==> src/rtl/mcd_pkg.sv <==
package mcd_pkg;

    typedef enum logic [1:0] {
        CODE_RSVD  = 2'b00,
        CODE_X4    = 2'b01,
        CODE_X64   = 2'b10,
        CODE_X1024 = 2'b11
    } dcode_t;

    typedef enum logic [1:0] {
        ST_X4    = 2'd0,
        ST_X64   = 2'd1,
        ST_X1024 = 2'd2
    } mode_t;

    function automatic logic [1:0] mode_to_code(mode_t m);
        logic [1:0] c;
        unique case (m)
            ST_X4:    c = CODE_X4;
            ST_X64:   c = CODE_X64;
            ST_X1024: c = CODE_X1024;
            default:  c = CODE_X4;
        endcase
        return c;
    endfunction

    function automatic mode_t code_to_mode(logic [1:0] c);
        mode_t m;
        unique case (c)
            CODE_X64:   m = ST_X64;
            CODE_X1024: m = ST_X1024;
            default:    m = ST_X4;
        endcase
        return m;
    endfunction

endpackage

==> src/rtl/mcd_wr_gate.sv <==
module mcd_wr_gate
    import mcd_pkg::*;
#(
    parameter int ACT_W = 4
) (
    input  logic             wr_en,
    input  logic [1:0]       wr_code,
    input  mode_t            cur_mode,
    input  logic             swb_en,
    input  logic [ACT_W-1:0] ser_busy,
    output logic             wr_ok,
    output mode_t            wr_mode
);

    logic code_valid;
    logic path_legal;
    logic busy_block;

    always_comb begin
        code_valid = (wr_code != CODE_RSVD);
        wr_mode    = code_to_mode(wr_code);
        // Slow-to-slow moves must go through the fast ratio.
        path_legal = (cur_mode == ST_X4) || (wr_mode == ST_X4) || (wr_mode == cur_mode);
        busy_block = swb_en && (|ser_busy);
        wr_ok      = wr_en && code_valid && path_legal && !busy_block;
    end

endmodule

==> src/rtl/mcd_mode_fsm.sv <==
module mcd_mode_fsm
    import mcd_pkg::*;
(
    input  logic  clk,
    input  logic  rst_n,
    input  logic  wr_ok,
    input  mode_t wr_mode,
    input  logic  swb_en,
    input  logic  irq_ack,
    input  logic  rx_start_fall,
    input  logic  tick,
    output mode_t state_q,
    output mode_t state_nxt,
    output logic  pend_q
);

    logic  irq_snap;
    logic  rx_apply;
    logic  pend_nxt;

    always_comb begin
        irq_snap = swb_en && irq_ack;
        rx_apply = pend_q && tick;
        pend_nxt = (pend_q && !tick) || (swb_en && rx_start_fall);
    end

    // Next-state logic, one arm per state
    always_comb begin
        state_nxt = state_q;
        unique case (state_q)
            ST_X4: begin
                // WR_SLOW: only a write leaves the fast state
                if (!irq_snap && !rx_apply && wr_ok) begin
                    state_nxt = wr_mode;
                end
            end
            ST_X64, ST_X1024: begin
                if (irq_snap) begin
                    state_nxt = ST_X4;          // SNAP_IRQ
                end else if (rx_apply) begin
                    state_nxt = ST_X4;          // SNAP_RX
                end else if (wr_ok && (wr_mode == ST_X4)) begin
                    state_nxt = ST_X4;          // WR_FAST
                end
            end
            default: state_nxt = ST_X4;
        endcase
    end

    // State register
    always_ff @(posedge clk or negedge rst_n) begin
        if (!rst_n) begin
            state_q <= ST_X4;
            pend_q  <= 1'b0;
        end else begin
            state_q <= state_nxt;
            pend_q  <= pend_nxt;
        end
    end

    p_irq_snap_r6: assert property (@(posedge clk) disable iff (!rst_n)
        (swb_en && irq_ack) |=> (state_q == ST_X4));

    p_rx_apply_r7: assert property (@(posedge clk) disable iff (!rst_n)
        (pend_q && tick) |=> (state_q == ST_X4));

    p_slow_hop_r4: assert property (@(posedge clk) disable iff (!rst_n)
        (state_q == ST_X64) |=> (state_q != ST_X1024));

endmodule

==> src/rtl/mcd_tick_gen.sv <==
module mcd_tick_gen
    import mcd_pkg::*;
#(
    parameter int R_FAST = 4,
    parameter int R_MID  = 64,
    parameter int R_SLOW = 1024
) (
    input  logic  clk,
    input  logic  rst_n,
    input  mode_t next_mode,
    output logic  tick,
    output mode_t active_q
);

    localparam int CNT_W = $clog2(R_SLOW);
    localparam logic [CNT_W-1:0] LIM_FAST = CNT_W'(R_FAST - 1);
    localparam logic [CNT_W-1:0] LIM_MID  = CNT_W'(R_MID - 1);
    localparam logic [CNT_W-1:0] LIM_SLOW = CNT_W'(R_SLOW - 1);

    logic [CNT_W-1:0] cnt_q;
    logic [CNT_W-1:0] limit;

    always_comb begin
        unique case (active_q)
            ST_X64:   limit = LIM_MID;
            ST_X1024: limit = LIM_SLOW;
            default:  limit = LIM_FAST;
        endcase
        tick = (cnt_q == limit);
    end

    // The ratio is sampled only on the boundary edge.
    always_ff @(posedge clk or negedge rst_n) begin
        if (!rst_n) begin
            cnt_q    <= '0;
            active_q <= ST_X4;
        end else if (tick) begin
            cnt_q    <= '0;
            active_q <= next_mode;
        end else begin
            cnt_q    <= cnt_q + 1'b1;
        end
    end

    p_tick_single_r2: assert property (@(posedge clk) disable iff (!rst_n)
        tick |=> !tick);

    p_ratio_hold_r8: assert property (@(posedge clk) disable iff (!rst_n)
        !tick |=> $stable(active_q));

endmodule

==> src/rtl/mcycle_divider.sv <==
module mcycle_divider
    import mcd_pkg::*;
#(
    parameter int ACT_W  = 4,
    parameter int R_FAST = 4,
    parameter int R_MID  = 64,
    parameter int R_SLOW = 1024
) (
    input  logic             clk,
    input  logic             rst_n,
    input  logic             wr_en,
    input  logic [1:0]       wr_code,
    input  logic             swb_en,
    input  logic             irq_ack,
    input  logic             rx_start_fall,
    input  logic [ACT_W-1:0] ser_busy,
    output logic [1:0]       div_code,
    output logic             mc_tick
);

    mode_t state_q;
    mode_t state_nxt;
    mode_t wr_mode;
    mode_t active_q;
    logic  wr_ok;
    logic  pend_q;

    mcd_wr_gate #(.ACT_W(ACT_W)) u_gate (
        .wr_en    (wr_en),
        .wr_code  (wr_code),
        .cur_mode (state_q),
        .swb_en   (swb_en),
        .ser_busy (ser_busy),
        .wr_ok    (wr_ok),
        .wr_mode  (wr_mode)
    );

    mcd_mode_fsm u_fsm (
        .clk           (clk),
        .rst_n         (rst_n),
        .wr_ok         (wr_ok),
        .wr_mode       (wr_mode),
        .swb_en        (swb_en),
        .irq_ack       (irq_ack),
        .rx_start_fall (rx_start_fall),
        .tick          (mc_tick),
        .state_q       (state_q),
        .state_nxt     (state_nxt),
        .pend_q        (pend_q)
    );

    mcd_tick_gen #(.R_FAST(R_FAST), .R_MID(R_MID), .R_SLOW(R_SLOW)) u_tick (
        .clk       (clk),
        .rst_n     (rst_n),
        .next_mode (state_nxt),
        .tick      (mc_tick),
        .active_q  (active_q)
    );

    // Output process
    always_comb begin
        div_code = mode_to_code(state_q);
    end

    p_code_valid_r3: assert property (@(posedge clk) disable iff (!rst_n)
        div_code != 2'b00);

    p_no_direct_r4: assert property (@(posedge clk) disable iff (!rst_n)
        (div_code != $past(div_code)) |-> ($past(div_code) == 2'b01 || div_code == 2'b01));

    p_busy_block_r5: assert property (@(posedge clk) disable iff (!rst_n)
        (wr_en && swb_en && (|ser_busy) && !irq_ack && !(pend_q && mc_tick))
        |=> $stable(div_code));

endmodule

==> config.mk <==
export PLATFORM = sky130hd
export DESIGN_NAME = mcycle_divider
export DESIGN_NICKNAME = d
export VERILOG_FILES = /design/src/rtl/mcd_pkg.sv /design/src/rtl/mcd_wr_gate.sv /design/src/rtl/mcd_mode_fsm.sv /design/src/rtl/mcd_tick_gen.sv /design/src/rtl/mcycle_divider.sv
export SDC_FILE = /design/constraint.sdc
export NUM_CORES = 1
export LEC_CHECK = 0
export ABC_AREA = 1
export BUFFER_PORTS_ARGS = -buffer_cell sky130_fd_sc_hd__buf_2
export CORE_MARGIN = 5
export CORE_UTILIZATION = 50
export CTS_CLUSTER_DIAMETER = 100
export DETAILED_ROUTE_END_ITERATION = 7
export PLACE_DENSITY = 0.73
export SLEW_MARGIN = 20
export SYNTH_ARGS = -nofsm -noshare
export SYNTH_HDL_FRONTEND = slang
export SYNTH_SLANG_ARGS = --single-unit
==> constraint.sdc <==
create_clock -name clk -period 4.3 [get_ports clk]
set_input_delay 0.43 -clock clk [delete_from_list [all_inputs] [get_ports clk]]
set_output_delay 0.43 -clock clk [all_outputs]
set_load 0.05 [all_outputs]
==> After elaboration in Yosys (flattened, before gate mapping) <==
Cells that the tools add are included.
{ "totals": {"output_inout_bits": 3, "register_bits": 15, "inputBits": 12} }
{ "op_classes": {"add_sub_neg": 1, "n_reduce_logical": 23, "mux": 9, "n_eq_ne": 8} }
{ "op_table": {"columns": ["cell", "n"], "rows": [
  ["case mux 10 bit (2 select lines)", 1],
  ["case mux 2 bit (2 select lines)", 3],
  ["logical AND 1 bit", 11],
  ["adder 10 x 1 -> 10 bit (second input constant)", 1],
  ["equality test 10 bit", 1],
  ["two-way mux 10 bit", 1],
  ["equality test 2 bit (second input constant)", 4],
  ["two-way mux 2 bit", 4],
  ["equality test 2 x 1 -> 1 bit (second input constant)", 2],
  ["zero test 1 bit", 4],
  ["zero test 2 bit", 2],
  ["OR reduction 4 bit", 1],
  ["logical OR 1 bit", 3],
  ["equality test 2 bit", 1],
  ["nonzero test 2 bit", 1],
  ["OR reduction 2 bit", 1]
]} }

==> Depth between registers and ports, before layout <==
{ "depth": {"depth_word": 12, "depth_mapped": 13} }

==> Modules after synthesis <==
Synthesis repeated with hierarchy kept, for this count alone.
{ "hier_totals": {"hier_cells": 148, "hier_area_um2": 1047.3} }
{ "by_module_without_submodules": {"columns": ["module", "area_each_um2", "cells_each", "instances"], "rows": [
  ["mcd_tick_gen", 745.7, 101, 1],
  ["mcd_mode_fsm", 217.7, 28, 1],
  ["mcd_wr_gate", 60.1, 15, 1],
  ["mcycle_divider", 23.8, 4, 1]
]} }

==> Worst setup path before layout <==
Ideal clock, no wire load.
{ "synth_timing": {"path_kind": "reg2out", "from": "register u_tick.cnt_q[0]", "to": "output mc_tick", "required_time_ns": 3.870, "path_slack_ns": 2.541, "path_buffers": 0, "path_stages_with_launch": 6, "arrival_ns": 1.329, "path_cell_list": "dfrtp_1 > ha_1 > nand2_1 > o41ai_1 > o211ai_1 > inv_2"} }
{ "synth_between": {"elab_chain_len": 1} }
{ "synth_rtl": {"columns": ["element", "line", "source"], "rows": [
  ["from (decl)", "mcd_tick_gen.sv:20", "logic [CNT_W-1:0] cnt_q;"],
  ["from (signal assigned)", "mcd_tick_gen.sv:41", "cnt_q <= cnt_q + 1'b1;"],
  ["equality test 10 bit", "mcd_tick_gen.sv:29", "tick = (cnt_q == limit);"],
  ["to (decl)", "mcycle_divider.sv:18", "output logic mc_tick"]
]} }
Every way passes these cells.

==> Worst setup path in the final report <==
Same ends and word-level chain as after synthesis.

==> metrics.yaml <==
grt_max_degree: 16
routed_via_density: 4.70
cts_buffers: 3
antenna_left: 0
synth-xor-area-share_pct: 2.75
period_needed_ns: 2.26
ys_seq_area_share_pct: 39.3
wl_per_cell_um: 9.90
cp.arrival_ns: 1.83
overflow: 0
htreeDepth: 1
power_leakage_nw: 0.612
wl_met3_um: 48
finalSetupTns_ns: 0
crit_type: "reg -> out"
grt_pass1_wl_um: 3080
io_buffers: 14
worst_skew_pair.late_latency_ns: 0.27
final_max_slew_viol_count: 0
stdcell_count: 172
synthesis.nets: 146
pre_cts_ws_ns: 2.32
drt_iter0_markers: 17
max_stage_delay_ns: 0.37
tightest_slew_ns: 0.336
synth_area_um2: 955
cpLargestDelayFamily: "compound AO/OA/AOI/OAI gates"
hpwlAfterDp_um: 1370
slew_headroom_pct: 77.5
grt_pass1_vias: 762
slowest_stage: "dfrtp_1"
status: "complete, no violations"
cts_sinks: 15
wl_met1_um: 839
syn_to_final_growth_pct: 13.4
cts_hold_buffers: 0
max_freq_mhz: 442
regToRegSetupSlack_ns: 2.59
hold_class: "in -> async"
synth_top_family_by_area: "simple AND/OR/NAND/NOR gates"
post_cts_buffers: 0
wl_met2_um: 803
maxCapViolCount: 0
setup_slack_ns: 2.04
peakVddDrop_mv: 0.435
layout-drive-gt1-share_pct: 18.4
nFillCells: 184
gp_congestion: 0.841
clockBufferDepth: 2
setup.worst_path.start: "u_tick.cnt_q[0]"
ys_types: 22
synth-seq-cells: 15
power.density_mw_per_mm2: 591
final_nets: 165
cp_num_buf_inv: 2
reg2reg_to: "u_tick.active_q[1]"
synth.area.mux_share_pct: 0
num_rows: 15
fp.coreArea_mm2: 0.00176
gr-usage-all-layers_pct: 14.7
finalHoldViolCount: 0
avgSynthCellArea_um2: 7.40
ctsResizeCount: 0
cp-start-kind: "flip-flop"
finalSetupViolCount: 0
num_io_pins: 15
dieArea_mm2: 0.00288
diodes: 0
yosys_warnings: 0
skew_ns: 0.000508
top_layer: "met4"
die_x_um: 53.7
num_vias: 809
required_ns: 3.87
fin_crit_sh_pct: 52.7
cp-end-kind: "primary output"
synth-compound-area-share_pct: 7.21
drt-total-wl_um: 1700
dpl.cell_count: 168
worstPathCellList: "ha_1 -> nand2_1 -> o41ai_1 -> o211ai_1 -> inv_2 -> buf_2"
clk_pin_slew_ns: 0.08
fp.dieH_um: 53.7
timing.rr.start: "u_tick.active_q[1]"
reg2reg_depth: 12
start_util_pct: 54.1
syn_inst: 129
antenna_found_initial: 0
first_pass_iters: 4
root_buffer: "clkbuf_4"
drc: 0
synthAdderAreaFrac_pct: 6.55
final_util_pct: 61.3
rsz0062_at_grt: "false"
cts_tree: "yes"
yosys.area_share.simple_pct: 34.7
worst-path-max-fanout: 5
==> worst max path at each step <==
stage                     endpoint  cells after the start
final                      mc_tick                      6
after global routing       mc_tick                      6
after CTS                  mc_tick                      6
after detailed placement   mc_tick                      6
after global placement     mc_tick                      6
after floorplan            mc_tick                      5
==> power breakdown <==
group,internal (W),switching (W)
Sequential,0.000191,0.0000530
Clock,0.0000360,0.0000396
Combinational,0.000112,0.000209
Total,0.000339,0.000301
==> area by class of cell <==
cell class / count / area, um2 / area share, %
Inverter: 24 / 90.1 / 8.32
Sequential cell: 15 / 375 / 34.7
Timing Repair Buffer: 14 / 70.1 / 6.47
Clock buffer: 4 / 26.3 / 2.43
Multi-Input combinational cell: 90 / 489 / 45.2
Tap cell: 25 / 31.3 / 2.89
==> metrics by stage <==
stage | power (W) | hold WS [ns] | instance area, um2
detailed placement | 0.000566 | 0.344 | 1060
floorplan | 0.000498 | 0.134 | 955
global route | 0.000705 | 0.0446 | 1080
global placement | 0.000558 | 0.345 | 1060
CTS | 0.000645 | 0.0386 | 1080
finish | 0.000640 | 0.0372 | 1080
==> per-layer routing <==
layer  GRT usage (%)  vias up
li1                -      443
met1            18.0      355
met2            24.0        9
met3            5.82        2
met4            3.83        0
met5               0        -
==> synthesized netlist by cell type <==
cell type,n,area (um2)
nand4_2,1,12.5
o41ai_1,1,8.76
or3b_1,1,8.76
o211ai_1,1,7.51
nand2_2,1,6.26
nand2_1,37,139
ha_1,5,62.6
inv_2,3,11.3
nand3_1,10,50.1
nand4_1,2,12.5
a22o_1,1,8.76
or2_1,1,6.26
nor2_1,11,41.3
xor2_1,3,26.3
o21ai_1,2,10.0
inv_1,21,78.8
a21oi_2,1,8.76
dfrtp_1,15,375
nand3b_1,3,22.5
a21oi_1,5,25.0
nor2_2,2,12.5
nand3_2,2,20.0
==> flip-flops by register name, summed over array words and instances, names as in the netlist <==
| name | flops |
|---|---|
| u_fsm.pend_q | 1 |
| u_tick.cnt_q | 10 |
| u_fsm.state_q | 2 |
| u_tick.active_q | 2 |
==> cell usage in the layout, fill, tap and decap left out, drive strengths merged, types with 2 or more instances in the layout <==
cell    Yosys  final
a21oi       6      6
buf         0     14
clkbuf      0      4
dfrtp      15     15
ha          5      5
inv        24     24
nand2      38     38
nand3      12     12
nand3b      3      3
nand4       3      3
nor2       13     13
o21ai       2      2
xor2        3      3
==> worst reg2reg max path, cell delays in order, from the launching register on <==
cell      delay, ns
dfrtp_1        0.39
ha_1           0.32
inv_1          0.07
nor2_1         0.08
nand3b_1       0.07
nand2_1        0.11
nand4_2        0.13
nand3_2        0.10
nand2_1        0.05
nand3_1        0.10
nand2_1        0.07
nand3_1        0.06
nand2_1        0.05
==> cell families (layout without fill, tap and decap cells) <==
logic type,after synthesis,after routing
buf+inv,24,42
compound gates,11,11
fa+ha+maj,5,5
flops,15,15
xor+xnor,3,3
simple gates,71,71
(Power assumes the default switching activity.)
